**src/rtl/rffe_pkg.sv**
```systemverilog
package rffe_pkg;

    typedef enum logic [2:0] {
        ST_IDLE,
        ST_SSC_ARM,
        ST_ADDR,
        ST_CMD,
        ST_DATA,
        ST_PARITY,
        ST_PARK
    } rx_state_t;

endpackage

```
**src/rtl/rffe_bus_sampler.sv**
```systemverilog
module rffe_bus_sampler #(
    parameter int STAGES = 2
) (
    input  logic clk,
    input  logic rst_n,
    input  logic sclk_i,
    input  logic sdata_i,
    output logic sclk_lvl,
    output logic sdata_lvl,
    output logic sclk_rise,
    output logic sclk_fall,
    output logic sdata_rise,
    output logic sdata_fall
);

    localparam int DEPTH = (STAGES < 2) ? 2 : STAGES;

    logic [DEPTH-1:0] sclk_pipe;
    logic [DEPTH-1:0] sdata_pipe;
    logic             sclk_prev;
    logic             sdata_prev;

    always_ff @(posedge clk or negedge rst_n) begin
        if (!rst_n) begin
            sclk_pipe  <= '0;
            sdata_pipe <= '0;
            sclk_prev  <= 1'b0;
            sdata_prev <= 1'b0;
        end else begin
            sclk_pipe  <= {sclk_pipe[DEPTH-2:0], sclk_i};
            sdata_pipe <= {sdata_pipe[DEPTH-2:0], sdata_i};
            sclk_prev  <= sclk_pipe[DEPTH-1];
            sdata_prev <= sdata_pipe[DEPTH-1];
        end
    end

    assign sclk_lvl   = sclk_pipe[DEPTH-1];
    assign sdata_lvl  = sdata_pipe[DEPTH-1];
    assign sclk_rise  = sclk_lvl & ~sclk_prev;
    assign sclk_fall  = ~sclk_lvl & sclk_prev;
    assign sdata_rise = sdata_lvl & ~sdata_prev;
    assign sdata_fall = ~sdata_lvl & sdata_prev;

endmodule

```
**src/rtl/rffe_frame_shift.sv**
```systemverilog
module rffe_frame_shift #(
    parameter int WIDTH = 13
) (
    input  logic             clk,
    input  logic             rst_n,
    input  logic             clear,
    input  logic             shift_en,
    input  logic             bit_in,
    output logic [WIDTH-1:0] bits_q,
    output logic             odd_q
);

    always_ff @(posedge clk or negedge rst_n) begin
        if (!rst_n) begin
            bits_q <= '0;
            odd_q  <= 1'b0;
        end else if (clear) begin
            bits_q <= '0;
            odd_q  <= 1'b0;
        end else if (shift_en) begin
            bits_q <= {bits_q[WIDTH-2:0], bit_in};
            odd_q  <= odd_q ^ bit_in;
        end
    end

    AST_SHIFT_HOLD: assert property (@(posedge clk) disable iff (!rst_n)
        (!clear && !shift_en) |=> ($stable(bits_q) && $stable(odd_q)));

endmodule

```
**src/rtl/rffe_reg0_slave.sv**
```systemverilog
module rffe_reg0_slave
    import rffe_pkg::*;
#(
    parameter int              ADDR_W     = 4,
    parameter int              DATA_W     = 7,
    parameter int              SYNC_STAGES = 2,
    parameter logic [ADDR_W-1:0] SLAVE_ADDR = 4'h5,
    parameter logic [DATA_W-1:0] RESET_VAL  = 7'h00
) (
    input  logic              clk,
    input  logic              vio,
    input  logic              sclk,
    input  logic              sdata,
    output logic [DATA_W-1:0] reg0_q,
    output logic              reg0_wr
);

    localparam int FRAME_W   = ADDR_W + 1 + DATA_W + 1;
    localparam int FIELD_MAX = (DATA_W > ADDR_W) ? DATA_W : ADDR_W;
    localparam int CNT_W     = $clog2(FIELD_MAX) + 1;
    localparam logic [CNT_W-1:0] ADDR_LAST = CNT_W'(ADDR_W - 1);
    localparam logic [CNT_W-1:0] DATA_LAST = CNT_W'(DATA_W - 1);

    logic sclk_lvl, sdata_lvl, sclk_rise, sclk_fall, sdata_rise, sdata_fall;

    rffe_bus_sampler #(.STAGES(SYNC_STAGES)) u_sampler (
        .clk        (clk),
        .rst_n      (vio),
        .sclk_i     (sclk),
        .sdata_i    (sdata),
        .sclk_lvl   (sclk_lvl),
        .sdata_lvl  (sdata_lvl),
        .sclk_rise  (sclk_rise),
        .sclk_fall  (sclk_fall),
        .sdata_rise (sdata_rise),
        .sdata_fall (sdata_fall)
    );

    rx_state_t          state_q, state_d;
    logic [CNT_W-1:0]   cnt_q;
    logic               shift_en, frame_clr, commit;
    logic [FRAME_W-1:0] bits_q;
    logic               odd_q;
    logic [ADDR_W-1:0]  addr_full;

    rffe_frame_shift #(.WIDTH(FRAME_W)) u_shift (
        .clk      (clk),
        .rst_n    (vio),
        .clear    (frame_clr),
        .shift_en (shift_en),
        .bit_in   (sdata_lvl),
        .bits_q   (bits_q),
        .odd_q    (odd_q)
    );

    assign addr_full = {bits_q[ADDR_W-2:0], sdata_lvl};

    // Next-state logic
    always_comb begin
        state_d   = state_q;
        shift_en  = 1'b0;
        frame_clr = 1'b0;
        commit    = 1'b0;
        unique case (state_q)
            ST_IDLE: begin
                if (!sclk_lvl && sdata_rise) state_d = ST_SSC_ARM;
            end
            ST_SSC_ARM: begin
                if (sclk_rise) begin
                    state_d = ST_IDLE;
                end else if (!sclk_lvl && sdata_fall) begin
                    state_d   = ST_ADDR;
                    frame_clr = 1'b1;
                end
            end
            ST_ADDR: begin
                if (sclk_fall) begin
                    shift_en = 1'b1;
                    if (cnt_q == ADDR_LAST)
                        state_d = (addr_full == SLAVE_ADDR) ? ST_CMD : ST_IDLE;
                end
            end
            ST_CMD: begin
                if (sclk_fall) begin
                    shift_en = 1'b1;
                    state_d  = sdata_lvl ? ST_DATA : ST_IDLE;
                end
            end
            ST_DATA: begin
                if (sclk_fall) begin
                    shift_en = 1'b1;
                    if (cnt_q == DATA_LAST) state_d = ST_PARITY;
                end
            end
            ST_PARITY: begin
                if (sclk_fall) begin
                    shift_en = 1'b1;
                    state_d  = ST_PARK;
                end
            end
            ST_PARK: begin
                if (sclk_fall) begin
                    commit  = odd_q;
                    state_d = ST_IDLE;
                end
            end
            default: state_d = ST_IDLE;
        endcase
    end

    // State register and field counter
    always_ff @(posedge clk or negedge vio) begin
        if (!vio) begin
            state_q <= ST_IDLE;
            cnt_q   <= '0;
        end else begin
            state_q <= state_d;
            if (state_d != state_q)
                cnt_q <= '0;
            else if (sclk_fall && (state_q == ST_ADDR || state_q == ST_DATA))
                cnt_q <= cnt_q + 1'b1;
        end
    end

    // Output register
    always_ff @(posedge clk or negedge vio) begin
        if (!vio) begin
            reg0_q  <= RESET_VAL;
            reg0_wr <= 1'b0;
        end else begin
            reg0_wr <= commit;
            if (commit) reg0_q <= bits_q[DATA_W:1];
        end
    end

    AST_WR_PULSE: assert property (@(posedge clk) disable iff (!vio)
        reg0_wr |=> !reg0_wr);

    AST_REG_HOLD: assert property (@(posedge clk) disable iff (!vio)
        1'b1 |=> (reg0_wr || $stable(reg0_q)));

    AST_WR_AFTER_PARK: assert property (@(posedge clk) disable iff (!vio)
        reg0_wr |-> ($past(state_q) == ST_PARK && state_q == ST_IDLE));

    AST_CMD_FROM_ADDR: assert property (@(posedge clk) disable iff (!vio)
        (state_q == ST_CMD && $past(state_q) != ST_CMD) |-> $past(state_q) == ST_ADDR);

endmodule

```
**config.mk**
```make
export PLATFORM = sky130hd
export DESIGN_NAME = rffe_reg0_slave
export DESIGN_NICKNAME = d
export VERILOG_FILES = /design/src/rtl/rffe_pkg.sv /design/src/rtl/rffe_bus_sampler.sv /design/src/rtl/rffe_frame_shift.sv /design/src/rtl/rffe_reg0_slave.sv
export SDC_FILE = /design/constraint.sdc
export NUM_CORES = 1
export LEC_CHECK = 0
export BUFFER_PORTS_ARGS = -buffer_cell sky130_fd_sc_hd__buf_2
export CORE_UTILIZATION = 55
export DETAILED_ROUTE_END_ITERATION = 7
export PLACE_DENSITY = 0.75
export SLEW_MARGIN = 10
export SYNTH_ARGS = -nofsm -noshare
export SYNTH_HDL_FRONTEND = slang
export SYNTH_SLANG_ARGS = --single-unit
export TNS_END_PERCENT = 5
```
**constraint.sdc**
```tcl
create_clock -name clk -period 4.4 [get_ports clk]
set_input_delay 0.66 -clock clk [delete_from_list [all_inputs] [get_ports clk]]
set_output_delay 0.66 -clock clk [all_outputs]
set_load 0.02 [all_outputs]
```
**Word level (Yosys, flattened, before mapping)**

Cells that the tools add are included.

- Flip-flop bits (word level): 30
- Input bits: 4
- Output and inout port bits: 8
- Logic and storage cells: 65

- Add/subtract/negate cells: 1
- Equality and inequality tests: 10
- Muxes and demuxes: 26
- Bitwise logic cells: 9
- Reductions and logical operators: 9

Operators by type and width:

| operator | count |
|---|---|
| 3-bit two-way mux | 11 |
| 3-bit case mux with 7 select lines | 1 |
| 8-bit two-way mux | 2 |
| 3-bit equality test, second input constant | 3 |
| 1-bit two-way mux | 9 |
| 4-bit by 3-bit equality test with 1-bit output, second input constant | 2 |
| 4-bit two-way mux | 2 |
| 3-bit by 2-bit equality test with 1-bit output, second input constant | 2 |
| 4-bit by 1-bit adder with 4-bit output, second input constant | 1 |
| 1-bit AND | 4 |
| 4-bit by 2-bit equality test with 1-bit output, second input constant | 1 |
| 1-bit inverter | 4 |
| 2-bit nonzero test | 2 |
| 4-bit OR reduction | 1 |
| 3-bit by 1-bit equality test with 1-bit output, second input constant | 1 |
| 1-bit logical AND | 3 |
| 3-bit zero test | 1 |
| 3-bit != test | 1 |
| 2-bit two-way mux | 1 |
| 1-bit zero test | 1 |
| 1-bit logical OR | 1 |
| 1-bit bitwise XOR | 1 |

**Logic depth before layout (Yosys ltp)**

- Word-level depth: 8
- Gate-level depth with buffers: 6
- Depth with buffers taken out: 6

**Cells and area by module**

Synthesis repeated with hierarchy kept, for this count alone.

- Cell total of the unflattened synthesis: 152
- Area, all modules: 1635.3 um2

Modules (own cells, without submodules):

| module | times used | cells an instance | area each (um2) | sequential area each (um2) |
|---|---|---|---|---|
| rffe_reg0_slave | 1 | 96 | 849.6 | 375.4 |
| rffe_frame_shift | 1 | 46 | 600.6 | 350.3 |
| rffe_bus_sampler | 1 | 10 | 185.2 | 150.1 |

**Worst setup path after synthesis**

Ideal clock, no wire load.

- Kind: register to register
- Start: reg u_sampler.sclk_pipe[1]
- End: reg reg0_q[0]
- Library setup time: 128 ps
- Arrival: 1393 ps
- Data required time: 4272 ps
- Path slack: 2880 ps
- Stages on the path, launching flop included: 5
- Path buffers: 1
- Clock period less this slack: 1520 ps
- Cell sequence: dfrtp_1 -> nor4bb_1 -> and3_1 -> buf_2 -> mux2_1

- Cells in the longest elaborated chain, start to end: 4

RTL lines:

| element | line | text |
|---|---|---|
| from (decl) | rffe_bus_sampler.sv:18 | `logic [DEPTH-1:0] sclk_pipe;` |
| from (signal assigned) | rffe_bus_sampler.sv:30 | `sclk_pipe <= {sclk_pipe[DEPTH-2:0], sclk_i};` |
| 1-bit inverter | rffe_bus_sampler.sv:40 | `assign sclk_fall = ~sclk_lvl & sclk_prev;` |
| 1-bit AND | rffe_bus_sampler.sv:40 |  |
| 1-bit two-way mux | rffe_reg0_slave.sv:102 | `if (sclk_fall) begin` |
| 1-bit two-way mux | rffe_reg0_slave.sv:64 | `unique case (state_q)` |
| net commit | rffe_reg0_slave.sv:41 | `logic shift_en, frame_clr, commit;` |
| to (signal assigned) | rffe_reg0_slave.sv:132 | `if (commit) reg0_q <= bits_q[DATA_W:1];` |
| to (decl) | rffe_reg0_slave.sv:14 | `output logic [DATA_W-1:0] reg0_q,` |

The timed path passes the listed nets, and every way through them passes these cells.
A chain may end at the register's enable or synchronous reset.

**Worst setup path after layout**

- Start: reg state_q[1]
- End: reg reg0_q[4]

- Cells in the longest elaborated chain, start to end: 2

RTL lines:

| element | line | text |
|---|---|---|
| from (decl) | rffe_reg0_slave.sv:39 | `rx_state_t state_q, state_d;` |
| from (signal assigned) | rffe_reg0_slave.sv:117 | `state_q <= state_d;` |
| 3-bit equality test | rffe_reg0_slave.sv:64 |  |
| 1-bit two-way mux | rffe_reg0_slave.sv:64 |  |

Every way passes these cells.

==> results.toml <==
[worst_setup_path]
regToRegSetupSlack_ns = 2.48
critPathTopFamily = "simple AND/OR/NAND/NOR gates"
crit_type = "reg -> reg"
end_kind = "flip-flop"
crit_chain = "nor4bb_1, and3_1, mux2_1"
crit_fanout = 12
critical_path_buf_inv_count = 0
r2r-start = "state_q[1]$_DFF_PN0_"
cp.depth = 3
r2r_end = "reg0_q[4]$_DFFE_PN0P_"
cp_slowest_cell = "dfrtp_1"
arrival_ns = 2.12
rr_worst_depth = 3
start_kind = "flip-flop"
crit_start = "state_q[1]$_DFF_PN0_"
critPathCapture = "reg0_q[4]$_DFFE_PN0P_"
critical_path_required_ns = 4.60
cpPeakStageDelay_ns = 0.57

[sta]
period_share_pct = 43.6
relSlewSlack_pct = 57.7
setup_viol = 0
fin_crit_ns = 1.92
fin_hold_ws_ns = 0.338
finalSetupTns_ns = 0
tightest_slew_ns = 0.634
finalHoldViolations = 0
finClkSkew_ns = 0.0119
rsz0062_at_grt = "no"
fmax_ghz = 0.522
finalMaxSlewViolations = 0
fin_ws_ns = 2.48

[drt]
first_pass_iters = 4
first_iter_violations = 25
viasPerCell = 5.77
top_layer_used = "met4"
drc = 0
num_vias = 865
wl_met1_mm = 1.08
avgRoutedWirePerCell_um = 15.3
wirelength_mm = 2.29
dr_wl_met2_mm = 1.06
ant_nets = 0
met3_length_um = 103

[placed_design]
post-place-ws_ns = 2.51
place_area_um2 = 1440
dp_cells = 143
place_congestion = 0.827
portBuffers = 11
dp_hpwl_mm = 1.54

[global_route]
grt_max_degree = 31
grt_pass1_vias = 901
grt_pass1_wl_mm = 4.19
track_usage_pct = 22.2
overflow = 0
antenna_found_initial = 0

[layout]
multi_input_area_um2 = 589
drive_gt1_share_pct = 21.3
fill_cells = 177
final_util_pct = 65.3
regArea_um2 = 751
diodes = 0
nets = 128
finalInstanceArea_um2 = 1490
areaGrowthSynthToFinish_pct = 8.11
finalNonFillerCells = 150

[floorplan]
die_w_um = 52.0
io_pins = 12
rows = 17
start_util_pct = 60.4
core_um2 = 2280
die_h_um = 52.0
dieArea_um2 = 2700

[power_and_ir_drop]
netSwitchingPower_mw = 0.237
p_clk_share_pct = 21.3
powerDensity_nw_per_um2 = 467
internal_power_mw = 0.456
sw_frac_of_total_pct = 34.2
seqPwrFrac_pct = 56.1
total_power_mw = 0.694
power_leakage_nw = 0.747
peakVddDrop_v = 0.000321
p_comb_share_pct = 22.6

[logic_synthesis]
synth.area.top_cells = "dfrtp_1 55%, mux2_1 5.7%, mux2i_1 3.6%"
ys_warn_count = 0
ys_types = 39
ys_ff_latch = 30
ys_seq_area_share_pct = 54.6
netlist_instances = 109
synth_edf_count = 0
avgSynthCellArea_um2 = 12.6
synth_nets = 115
synth_top_area_cell = "dfrtp_1"
synth_top_area_share_pct = 54.6
async_flop_share_pct = 100
ys.flop_type = "dfrtp_1"
synth_area_um2 = 1370

[clock_tree]
hold_buffers = 0
cts_resized = 0
htreeDepth = 2
cts_root_buf = "clkbuf_4"
postCtsSetupRepairBufs = 0
clk_path_buf_depth = 2
worstSkewPairLatency_ns = 0.33
numCtsBuffers = 5
clkSinkCount = 30
cts.clk_slew.worst_paths_ns = 0.10
cts_tree = "done"

[status]
outcome = "completed"

[flow_run]
drv_cap = 0

[worst_hold_path]
min_path_type = "in -> async"
worst reg2reg max path: cells and delay by family (launching register included):
kind	cells	cell delay, ns
DFF	1	0.57
muxes	1	0.38
and+or+nand+nor	2	0.85
synth_stat cells (2+ instances only):
cell / count
a21oi_1: 2
nor3_1: 3
mux2_1: 7
nor2b_1: 2
and3_1: 2
a22o_1: 3
dfrtp_1: 30
nand2_1: 4
nor4bb_1: 3
nand3_1: 2
o21ai_0: 2
nor2_1: 6
xnor2_1: 4
nor3b_1: 3
nor3_2: 4
buf_2: 3
inv_1: 2
mux2i_1: 5
ha_1: 2
state kept, by name, summed over array words and instances (netlist names):
signal / count
u_shift.odd_q: 1
u_shift.bits_q: 8
cnt_q: 4
u_sampler.sclk_pipe: 2
u_sampler.sclk_prev: 1
reg0_q: 7
reg0_wr: 1
u_sampler.sdata_pipe: 2
u_sampler.sdata_prev: 1
state_q: 3
per-layer routing:
layer | up-vias | global-route usage [%]
met5 | - | 0
li1 | 420 | -
met4 | 0 | 9.46
met3 | 6 | 7.02
met2 | 22 | 34.2
met1 | 417 | 28.6
cell usage in the layout (no fill, tap or decap), types with 2 or more instances in the layout:
master / instances
ha_1: 2
and3_1: 2
nor2_1: 6
nor2b_1: 2
nor3_2: 4
a22o_1: 3
o21ai_0: 2
clkbuf_4: 5
nor3b_1: 3
buf_2: 11
nor4bb_1: 3
mux2_1: 7
clkinv_2: 2
nand3_1: 2
nor3_1: 3
xnor2_1: 4
mux2i_1: 5
inv_1: 2
nand2_1: 4
dfrtp_1: 30
a21oi_1: 2
cells by family (layout without fill, tap and decap cells):
| kind of cell | Yosys count | in the layout | share of synthesized area, % |
|---|---|---|---|
| AO/OA/AOI/OAI | 15 | 15 | 8.38 |
| XOR/XNOR | 5 | 5 | 3.73 |
| adder cells (fa/ha/maj) | 3 | 3 | 2.55 |
| buffers and inverters | 7 | 20 | 2.46 |
| flip-flops | 30 | 30 | 54.6 |
| multiplexers | 12 | 12 | 9.38 |
| AND/OR/NAND/NOR | 37 | 37 | 18.9 |
layout make-up:
class,instances,share of cell area (%)
inverter,2,0.505
sequential,30,50.5
multi-input combinational,72,39.7
tap,28,2.36
clock inverter,2,0.674
timing repair buffer,11,3.71
clock buffer,5,2.53
worst min-delay path by stage:
stage	from	to	slack, ns	cells past startpoint
global route	u_sampler.sdata_pipe[0]$_DFF_PN0_	u_sampler.sdata_pipe[1]$_DFF_PN0_	0.37	0
floorplan	u_sampler.sclk_pipe[0]$_DFF_PN0_	u_sampler.sclk_pipe[1]$_DFF_PN0_	0.33	0
detailed placement	u_sampler.sdata_pipe[0]$_DFF_PN0_	u_sampler.sdata_pipe[1]$_DFF_PN0_	0.34	0
CTS	vio	u_sampler.sclk_prev$_DFF_PN0_	0.36	1
global placement	u_sampler.sclk_pipe[0]$_DFF_PN0_	u_sampler.sclk_pipe[1]$_DFF_PN0_	0.33	0
finish	vio	u_sampler.sclk_prev$_DFF_PN0_	0.34	1
power groups by stage:
stage,Sequential [mW],Combinational [mW],Clock [mW]
CTS,0.387,0.160,0.154
detailed placement,0.393,0.158,0
finish,0.389,0.157,0.148
floorplan,0.358,0.157,0
global route,0.399,0.178,0.167
global placement,0.388,0.155,0
No activity file was read; power rests on OpenSTA's default activity.
